## config.mk

```make
export PLATFORM = sky130hd
export DESIGN_NAME = bus_arbiter_multi
export DESIGN_NICKNAME = d
export VERILOG_FILES = /design/src/rtl/bus_arb_pkg.sv /design/src/rtl/arb_chain.sv /design/src/rtl/arb_fixed.sv /design/src/rtl/arb_poller.sv /design/src/rtl/bus_arbiter_multi.sv
export SDC_FILE = /design/constraint.sdc
export NUM_CORES = 1
export LEC_CHECK = 0
export BUFFER_PORTS_ARGS = -buffer_cell sky130_fd_sc_hd__buf_2
export CORE_MARGIN = 2
export CORE_UTILIZATION = 54
export DETAILED_ROUTE_END_ITERATION = 16
export PLACE_DENSITY_LB_ADDON = 0.25
export SLEW_MARGIN = 20
export SYNTH_ARGS = -nofsm -noshare
export SYNTH_HDL_FRONTEND = slang
export SYNTH_HIERARCHICAL = 1
export SYNTH_SLANG_ARGS = --single-unit
```

## constraint.sdc

```tcl
create_clock -name clk -period 3 [get_ports clk]
set_input_delay 0.45 -clock clk [delete_from_list [all_inputs] [get_ports clk]]
set_output_delay 0.45 -clock clk [all_outputs]
set_load 0.01 [all_outputs]
```

## src/rtl/bus_arb_pkg.sv

```systemverilog
package bus_arb_pkg;

  typedef enum logic [1:0] {
    SCH_CHAIN   = 2'd0,
    SCH_POLL    = 2'd1,
    SCH_FIXED   = 2'd2,
    SCH_FIXED_B = 2'd3
  } scheme_e;

  localparam int MAX_MASTERS = 64;

  // next address in a ring of n positions
  function automatic int ring_next(int idx, int n);
    return (idx >= n - 1) ? 0 : idx + 1;
  endfunction

  // index of the single set bit (lowest one if several)
  function automatic int onehot_index(logic [MAX_MASTERS-1:0] vec);
    int idx;
    idx = 0;
    for (int i = MAX_MASTERS - 1; i >= 0; i--) begin
      if (vec[i]) idx = i;
    end
    return idx;
  endfunction

endpackage

```

## src/rtl/arb_chain.sv

```systemverilog
module arb_chain #(
  parameter int N_MASTERS = 4
) (
  input  logic                 clk,
  input  logic                 rst_n,
  input  logic [N_MASTERS-1:0] req,
  output logic [N_MASTERS-1:0] pick
);

  logic                 shared_req;
  logic [N_MASTERS:0]   token;

  assign shared_req = |req;
  assign token[0]   = shared_req;

  for (genvar i = 0; i < N_MASTERS; i++) begin : g_link
    // a requesting master absorbs the token, others pass it on
    assign pick[i]      = token[i] & req[i];
    assign token[i + 1] = token[i] & ~req[i];
  end

  // the token stops on the first requester counted from index 0
  assert_chain_first_R4: assert property (@(posedge clk) disable iff (!rst_n)
    (|req) |-> ((pick != '0) && ((pick & req) == pick) &&
                (((pick - N_MASTERS'(1)) & req) == '0)));

  assert_chain_quiet_R4: assert property (@(posedge clk) disable iff (!rst_n)
    (req == '0) |-> (pick == '0));

endmodule

```

## src/rtl/arb_fixed.sv

```systemverilog
module arb_fixed #(
  parameter int N_MASTERS = 4
) (
  input  logic                 clk,
  input  logic                 rst_n,
  input  logic [N_MASTERS-1:0] req,
  output logic [N_MASTERS-1:0] pick
);

  function automatic logic [N_MASTERS-1:0] decode(logic [N_MASTERS-1:0] r);
    logic [N_MASTERS-1:0] o;
    o = '0;
    for (int i = N_MASTERS - 1; i >= 0; i--) begin
      if (r[i]) o = N_MASTERS'(1) << i;
    end
    return o;
  endfunction

  assign pick = decode(req);

  // only the lowest requesting index is chosen
  assert_fixed_lowest_R3: assert property (@(posedge clk) disable iff (!rst_n)
    (|req) |-> ($onehot(pick) && ((pick & req) == pick) &&
                (((pick - N_MASTERS'(1)) & req) == '0)));

endmodule

```

## src/rtl/arb_poller.sv

```systemverilog
module arb_poller
  import bus_arb_pkg::*;
#(
  parameter int N_MASTERS = 4,
  localparam int AW = (N_MASTERS > 1) ? $clog2(N_MASTERS) : 1
) (
  input  logic                 clk,
  input  logic                 rst_n,
  input  logic [N_MASTERS-1:0] req,
  input  logic                 scan_en,
  input  logic                 rel_poll,
  input  logic [AW-1:0]        rel_owner,
  output logic [AW-1:0]        addr_q,
  output logic [N_MASTERS-1:0] pick
);

  logic addr_hit;
  logic step_en;

  assign addr_hit = req[addr_q];
  assign step_en  = scan_en & ~addr_hit;

  always_comb begin
    pick = '0;
    if (scan_en && addr_hit) pick[addr_q] = 1'b1;
  end

  always_ff @(posedge clk or negedge rst_n) begin
    if (!rst_n) begin
      addr_q <= '0;
    end else if (rel_poll) begin
      addr_q <= AW'(ring_next(int'(rel_owner), N_MASTERS));
    end else if (step_en) begin
      addr_q <= AW'(ring_next(int'(addr_q), N_MASTERS));
    end
  end

  // a miss moves the address one place on, with wrap
  assert_poll_step_R5: assert property (@(posedge clk) disable iff (!rst_n)
    (step_en && !rel_poll) |=> (addr_q == AW'(ring_next(int'($past(addr_q)), N_MASTERS))));

  // address frozen when neither scanning nor resuming
  assert_poll_frozen_R6: assert property (@(posedge clk) disable iff (!rst_n)
    (!scan_en && !rel_poll) |=> $stable(addr_q));

  // resume after the last owner
  assert_poll_resume_R9: assert property (@(posedge clk) disable iff (!rst_n)
    rel_poll |=> (addr_q == AW'(ring_next(int'($past(rel_owner)), N_MASTERS))));

  assert_poll_pick_R5: assert property (@(posedge clk) disable iff (!rst_n)
    $onehot0(pick) && ((pick & req) == pick));

endmodule

```

## src/rtl/bus_arbiter_multi.sv

```systemverilog
module bus_arbiter_multi
  import bus_arb_pkg::*;
#(
  parameter int N_MASTERS = 4,
  localparam int AW = (N_MASTERS > 1) ? $clog2(N_MASTERS) : 1
) (
  input  logic                 clk,
  input  logic                 rst_n,
  input  logic [N_MASTERS-1:0] req,
  input  logic [1:0]           scheme_sel,
  output logic [N_MASTERS-1:0] grant,
  output logic [AW-1:0]        poll_addr,
  output logic                 bus_busy,
  output logic [1:0]           scheme_act
);

  logic [N_MASTERS-1:0] pick_chain;
  logic [N_MASTERS-1:0] pick_fixed;
  logic [N_MASTERS-1:0] pick_poll;
  logic [N_MASTERS-1:0] winner;
  logic [AW-1:0]        owner_q;
  logic                 scan_en;
  logic                 arb_fire;
  logic                 release_now;
  logic                 rel_poll;

  arb_chain #(.N_MASTERS(N_MASTERS)) u_chain (
    .clk  (clk),
    .rst_n(rst_n),
    .req  (req),
    .pick (pick_chain)
  );

  arb_fixed #(.N_MASTERS(N_MASTERS)) u_fixed (
    .clk  (clk),
    .rst_n(rst_n),
    .req  (req),
    .pick (pick_fixed)
  );

  assign scan_en     = ~bus_busy & (scheme_e'(scheme_sel) == SCH_POLL);
  assign release_now = bus_busy & ~req[owner_q];
  assign rel_poll    = release_now & (scheme_e'(scheme_act) == SCH_POLL);

  arb_poller #(.N_MASTERS(N_MASTERS)) u_poller (
    .clk      (clk),
    .rst_n    (rst_n),
    .req      (req),
    .scan_en  (scan_en),
    .rel_poll (rel_poll),
    .rel_owner(owner_q),
    .addr_q   (poll_addr),
    .pick     (pick_poll)
  );

  always_comb begin
    case (scheme_e'(scheme_sel))
      SCH_CHAIN: winner = pick_chain;
      SCH_POLL:  winner = pick_poll;
      default:   winner = pick_fixed;
    endcase
  end

  assign arb_fire = ~bus_busy & (|winner);

  always_ff @(posedge clk or negedge rst_n) begin
    if (!rst_n) begin
      bus_busy   <= 1'b0;
      owner_q    <= '0;
      grant      <= '0;
      scheme_act <= SCH_CHAIN;
    end else begin
      if (!bus_busy) scheme_act <= scheme_sel;
      if (release_now) begin
        bus_busy <= 1'b0;
        grant    <= '0;
      end else if (arb_fire) begin
        bus_busy <= 1'b1;
        grant    <= winner;
        owner_q  <= AW'(onehot_index(MAX_MASTERS'(winner)));
      end
    end
  end

  // never more than one grant
  assert_grant_onehot0_R1: assert property (@(posedge clk) disable iff (!rst_n)
    $onehot0(grant) && (bus_busy == (grant != '0)));

  // scheme held while a transfer is in progress
  assert_scheme_held_R2: assert property (@(posedge clk) disable iff (!rst_n)
    bus_busy |=> $stable(scheme_act));

  // an idle cycle with a request in a non-polling scheme gives a grant
  assert_idle_grants_R3: assert property (@(posedge clk) disable iff (!rst_n)
    (!bus_busy && (req != '0) && (scheme_sel != 2'd1)) |=> bus_busy);

  // owner still requesting keeps the bus
  assert_hold_R7: assert property (@(posedge clk) disable iff (!rst_n)
    (bus_busy && ((req & grant) != '0)) |=> (bus_busy && $stable(grant)));

  // owner dropping its request frees the bus for one cycle
  assert_release_R8: assert property (@(posedge clk) disable iff (!rst_n)
    (bus_busy && ((req & grant) == '0)) |=> (!bus_busy && (grant == '0)));

endmodule

```

Yosys cells after proc, flatten, opt, wreduce, memory -nomap -nowiden --
Index checks and enable logic that the tools add are counted.
Storage, ports and cells: bits in registers 11, latch bits 0, bits in writable memories 0, memory bits (read-only) 0, input bits 8, output and inout bits 9, logic and storage cells 65, memories kept 0
Operators by class: $add $sub $neg 2, multipliers 0, div/mod/pow operators 0, order comparisons 5, eq/ne operators 2, shifts and indexed selects 0, mux-type cells 24, bitwise logic cells 19, reductions and logical operators 8
Operators with widths (count):
- 4-bit 2-to-1 mux | 7
- 2-bit 2-to-1 mux | 8
- 1-bit AND | 12
- 4-bit case mux with 2 select lines | 1
- 4-bit OR reduction | 2
- 1-bit inverter | 7
- 2-bit by 3-bit < comparator with 1-bit output, second input constant | 2
- 1-bit 2-to-1 mux | 5
- 2-bit by 1-bit adder with 2-bit output, second input constant | 2
- 1-bit binary-select mux with 2-bit select | 2
- 2-bit by 1-bit equality test with 1-bit output, second input constant | 2
- 2-bit greater-or-equal comparator, second input constant | 2
- 2-bit nonzero test | 2
- 1-bit demux with 2-bit select | 1
- 2-bit by 1-bit greater-or-equal comparator with 1-bit output, second input constant | 1
- 1-bit logical AND | 2
- 2-bit zero test | 1
- 2-bit AND reduction | 1

Logic depth before layout (Yosys ltp) --
depth in word-level cells 10, gate-level depth with buffers 7, depth with buffers taken out 7

Hierarchy --
Netlist, hierarchy kept.
Modules (own cells, without submodules):
- bus_arbiter_multi | times used 1, cells each 49, area an instance 551.8 um2, seq. area each 225.2 um2
- arb_poller | times used 1, cells each 29, area an instance 299.0 um2, seq. area each 50.0 um2
- arb_fixed | times used 1, cells each 4, area an instance 38.8 um2, seq. area each 0.0 um2
- arb_chain | times used 1, cells each 4, area an instance 32.5 um2, seq. area each 0.0 um2

Least setup slack after synthesis --
No wires, ideal clock.
kind register to register, from register u_poller.addr_q[1], to register grant[0], library setup time 0.084 ns, data arrival time 2.278 ns, required time 2.916 ns, setup slack 0.638 ns, stages on the path, launching flop included 8, path buffers 0, period minus slack after synthesis 2.362 ns, path through dfrtp_1 > mux2i_1 > mux2i_1 > and3_1 > mux2_4 > o41a_1 > o31a_1 > o22ai_2
On the way: word-level cells in the longest chain between the ends 9, elaborated cells on any way between the ends 15, those cells by class order compare: 2; mux: 8; bitwise: 1; reduce/logical: 4
Ends and longest elaborated chain:
- start: declaration | line arb_poller.sv:13 | output logic [AW-1:0] addr_q,
- start signal: assignment | line arb_poller.sv:32 | addr_q <= AW'(ring_next(int'(rel_owner), N_MASTERS));
- start signal: assignment | line arb_poller.sv:34 | addr_q <= AW'(ring_next(int'(addr_q), N_MASTERS));
- 2-bit by 3-bit < comparator with 1-bit output (implied by the code) or 2-bit by 1-bit greater-or-equal comparator with 1-bit output (tied branches) | line arb_poller.sv:25 | if (scan_en && addr_hit) pick[addr_q] = 1'b1;
- 1-bit logical AND (implied by the code) | line arb_poller.sv:25
- 1-bit 2-to-1 mux (implied by the code) | line arb_poller.sv:25
- 1-bit demux with 2-bit select
- 4-bit 2-to-1 mux (*) | line arb_poller.sv:25
- net pick_poll[1] | line bus_arbiter_multi.sv:19 | logic [N_MASTERS-1:0] pick_poll;
- 4-bit case mux with 2 select lines (*) | line bus_arbiter_multi.sv:57 | case (scheme_e'(scheme_sel))
- 4-bit OR reduction (*) | line bus_arbiter_multi.sv:64 | assign arb_fire = ~bus_busy & (|winner);
- 1-bit AND (*) | line bus_arbiter_multi.sv:64
- 2-bit nonzero test (no line) (*)
- end signal: assignment | line bus_arbiter_multi.sv:79 | grant <= winner;
- end: declaration | line bus_arbiter_multi.sv:11 | output logic [N_MASTERS-1:0] grant,
The timed path passes the listed nets; every way through them passes the cells marked *. The select of a mux whose other input is x is not followed. A chain may end at the register's enable or synchronous reset.

Worst setup path in the final report --
from register u_poller.addr_q[1], to register grant[1]
On the way: word-level cells in the longest chain between the ends 9, elaborated cells on any way between the ends 15, those cells by class order compare: 2; mux: 8; bitwise: 1; reduce/logical: 4
Ends and longest elaborated chain (line):
- 2-bit by 3-bit < comparator with 1-bit output (implied by the code) or 2-bit by 1-bit greater-or-equal comparator with 1-bit output (tied branches) | arb_poller.sv:25
- 1-bit logical AND (implied by the code) | arb_poller.sv:25
- 1-bit 2-to-1 mux (implied by the code) | arb_poller.sv:25
- 1-bit demux with 2-bit select
- 4-bit 2-to-1 mux (*) | arb_poller.sv:25
- net pick_poll[1] | bus_arbiter_multi.sv:19
- 4-bit case mux with 2 select lines (*) | bus_arbiter_multi.sv:57
- 4-bit OR reduction | bus_arbiter_multi.sv:64
- 1-bit AND | bus_arbiter_multi.sv:64
- 2-bit nonzero test (no line)
Marks and branches as above.

==> results.md <==
* Peak VDD IR at a little over 0.5 mV
* Wire length per cell at 14.6 µm
* Row Count at 14
* Number of top-level pins at 17
* Period Utilization, post-route at 83.8%
* CTS tree: done
* Chip Width at 45.3 µm
* Syn_area_per_cell at ~11 µm²
* Max frequency at 0.398 GHz
* Number of enable flip-flop cells after synthesis at 0
* Number of nets with antenna violations after routing at 0
* First-pass GRT wire length at between 3 and 4 mm
* Most numerous cell in the Yosys netlist: dfrtp_1
* CTS clock-pin slew for the worst setup and hold paths at 0.07 ns
* Setup-violating endpoint count in the final report at 0
* Die height at 45.3 µm
* Clk_lat worst skew at 0.27 ns
* Final clock skew at 0.00681 ns
* Total core area at 0.00156 mm²
* Vias after detailed routing at roughly 710
* Setup bufs post-CTS at 0
* Least-Margin Pin Slew at 0.460 ns
* Final Slew Violations at 0
* Initial antenna violation count at 0
* Final Instance Area at between 0.001 and 0.0015 mm²
* Pin count of the biggest net entering global routing at 15
* Ratio of total power to cell area at 789 mW/mm²
* Drt drc at 0
* CTS resizes at 0
* Total Wirelength at 1.74 mm
* Worst slew margin at 69.3%
* Mapped Cells at 86
* Outcome: completed
* Post-CTS Hold Fix Bufs at 0
* Crit path required time at 3.19 ns
* Seq/Total Area, Yosys at 29.9%
* Deepest clock path buffer count at 2
* Fill count at 119
* Fin crit period at 2.52 ns
* Vias in the first global route at 712
* Synth area leaders: dfrtp_1 (30%), mux2i_1 (8.7%), ha_1 (6.8%)
* CTS Buf Count at 3
* Max cap viols at 0
* Nets at 117
* Top post-synthesis cells by count: dfrtp_1 (11), inv_1 (9), mux2i_1 (8), ha_1 (5)
* Ys Warns at 6
* Setup Crit Path Kind: flop to flop
* CP Max Fanout at 7
* Async S/R FF share, synth at 100%
* Yosys top cell area share at 29.9%
* DP HPWL at 1.34 mm
* Root buf cell: clkbuf_4
* ANT cells at 0
* Synthesized area at 922 µm²
* Initial core utilization at just under 60%
* Leak Pwr at 0.485 nW
* Synth area leader: dfrtp_1
* RSZ-0062 raised after global routing: false
* Kind of start point of the critical path: flop
* Hold Path Class: primary input to async pin
* Register bit total from synthesis at 11
* GP Congestion at 0.813
* Synth Flop Type: dfrtp_1
* Synth unique cells at 36
* H-tree Lvls at 1
* DR iter-0 viols at 7
* Area Growth Syn to Fin at 12.1%
* Layout cells sized above 1 at a little over a third
* Arr. time, crit path at 2.71 ns
* Critical path endpoint category: flop
* Gr usage total at 21.1%
* Port Buffers at 16
* Die area at 0.00205 mm²
* Total gr overflow at 0
* Syn nets at 99
* Initial DRT Pass Iterations at 4
* Setup TNS at 0 ns
* Post-DR vias/cell at between 5 and 6
* Final hold violations at 0
* Placed Area at 0.00101 mm²
* Clock sink total at 11
layout make-up:
cell class | count | area (µm²) | share of cell area [%]
multi-input cells | 61 | 583 | 56.4
flip-flops and latches | 11 | 275 | 26.6
repair buffers | 18 | 95.1 | 9.20
inverters | 9 | 33.8 | 3.27
clock buffers | 4 | 26.3 | 2.54
well taps | 16 | 20.0 | 1.94
stage by stage:
stage          std cells  hold WS, ns  utilization (%)  setup slack [ns]  power, mW
2_1_floorplan         86        0.154                -             0.638      0.591
3_3_place_gp         115        0.328             64.6             0.543      0.709
3_5_place_dp         115        0.330             64.6             0.502      0.715
4_1_cts              119       0.0343             66.3             0.509      0.820
5_1_grt              119       0.0296             66.3             0.331      0.892
6_report             119       0.0368             66.3             0.485      0.816
cell families after synthesis:
logic type / synth area share (%)
fa+ha+maj: 6.78
mux: 18.0
flops: 29.9
simple gates: 15.6
compound gates: 22.8
buf+inv: 6.92
cells in the final DEF (no fill, tap or decap), types with 2 or more instances in the layout:
cell type	n
mux2i_1	8
buf_4	2
mux2_4	2
o21ai_0	3
inv_1	9
mux2_2	3
buf_2	16
ha_1	5
a21oi_1	4
clkbuf_4	3
o22ai_2	3
dfrtp_1	11
nor3b_1	3
and3_1	4
o31a_1	2
nor4b_2	2
nand2_1	4
final timing paths:
check | start | end | slack, ns | cells after the start
min in group clk | grant[2]$_DFFE_PN0P_ | grant[2]$_DFFE_PN0P_ | 0.51 | 2
worst max register to register | u_poller/addr_q[1]$_DFFE_PN0P_ | grant[1]$_DFFE_PN0P_ | 0.48 | 7
max in group asynchronous | rst_n | scheme_act[1]$_DFFE_PN0N_ | 2.75 | 1
worst max-delay path | u_poller/addr_q[1]$_DFFE_PN0P_ | grant[1]$_DFFE_PN0P_ | 0.48 | 7
worst min-delay path | rst_n | bus_busy$_DFFE_PN0P_ | 0.04 | 1
worst min register to register | grant[2]$_DFFE_PN0P_ | grant[2]$_DFFE_PN0P_ | 0.51 | 2
worst max-delay path, cell delays in order, from the launching register on:
cell	delay, ns
dfrtp_1	0.51
mux2i_1	0.36
mux2i_1	0.17
and3_1	0.21
mux2_4	0.26
o41a_1	0.39
o31a_1	0.39
o22ai_2	0.16
flip-flops by register name, indices dropped and copies added, names as in the netlist:
name and flops:
owner_q 2, grant 4, u_poller/addr_q 2, bus_busy 1, scheme_act 2
per-layer routing:
metal  GRT usage (%)  routed length, µm  vias up
li1                -                  -      354
met1            26.3                786      331
met2            32.0                850       19
met3            9.20                 96        2
met4            8.24                  9        0
met5               0                  0        -
power breakdown:
| group | leakage (nW) | switching, mW | internal [mW] |
|---|---|---|---|
| Combinational | 0.332 | 0.208 | 0.210 |
| Sequential | 0.138 | 0.0894 | 0.210 |
| Clock | 0.0150 | 0.0473 | 0.0515 |
(Power assumes the default switching activity.)
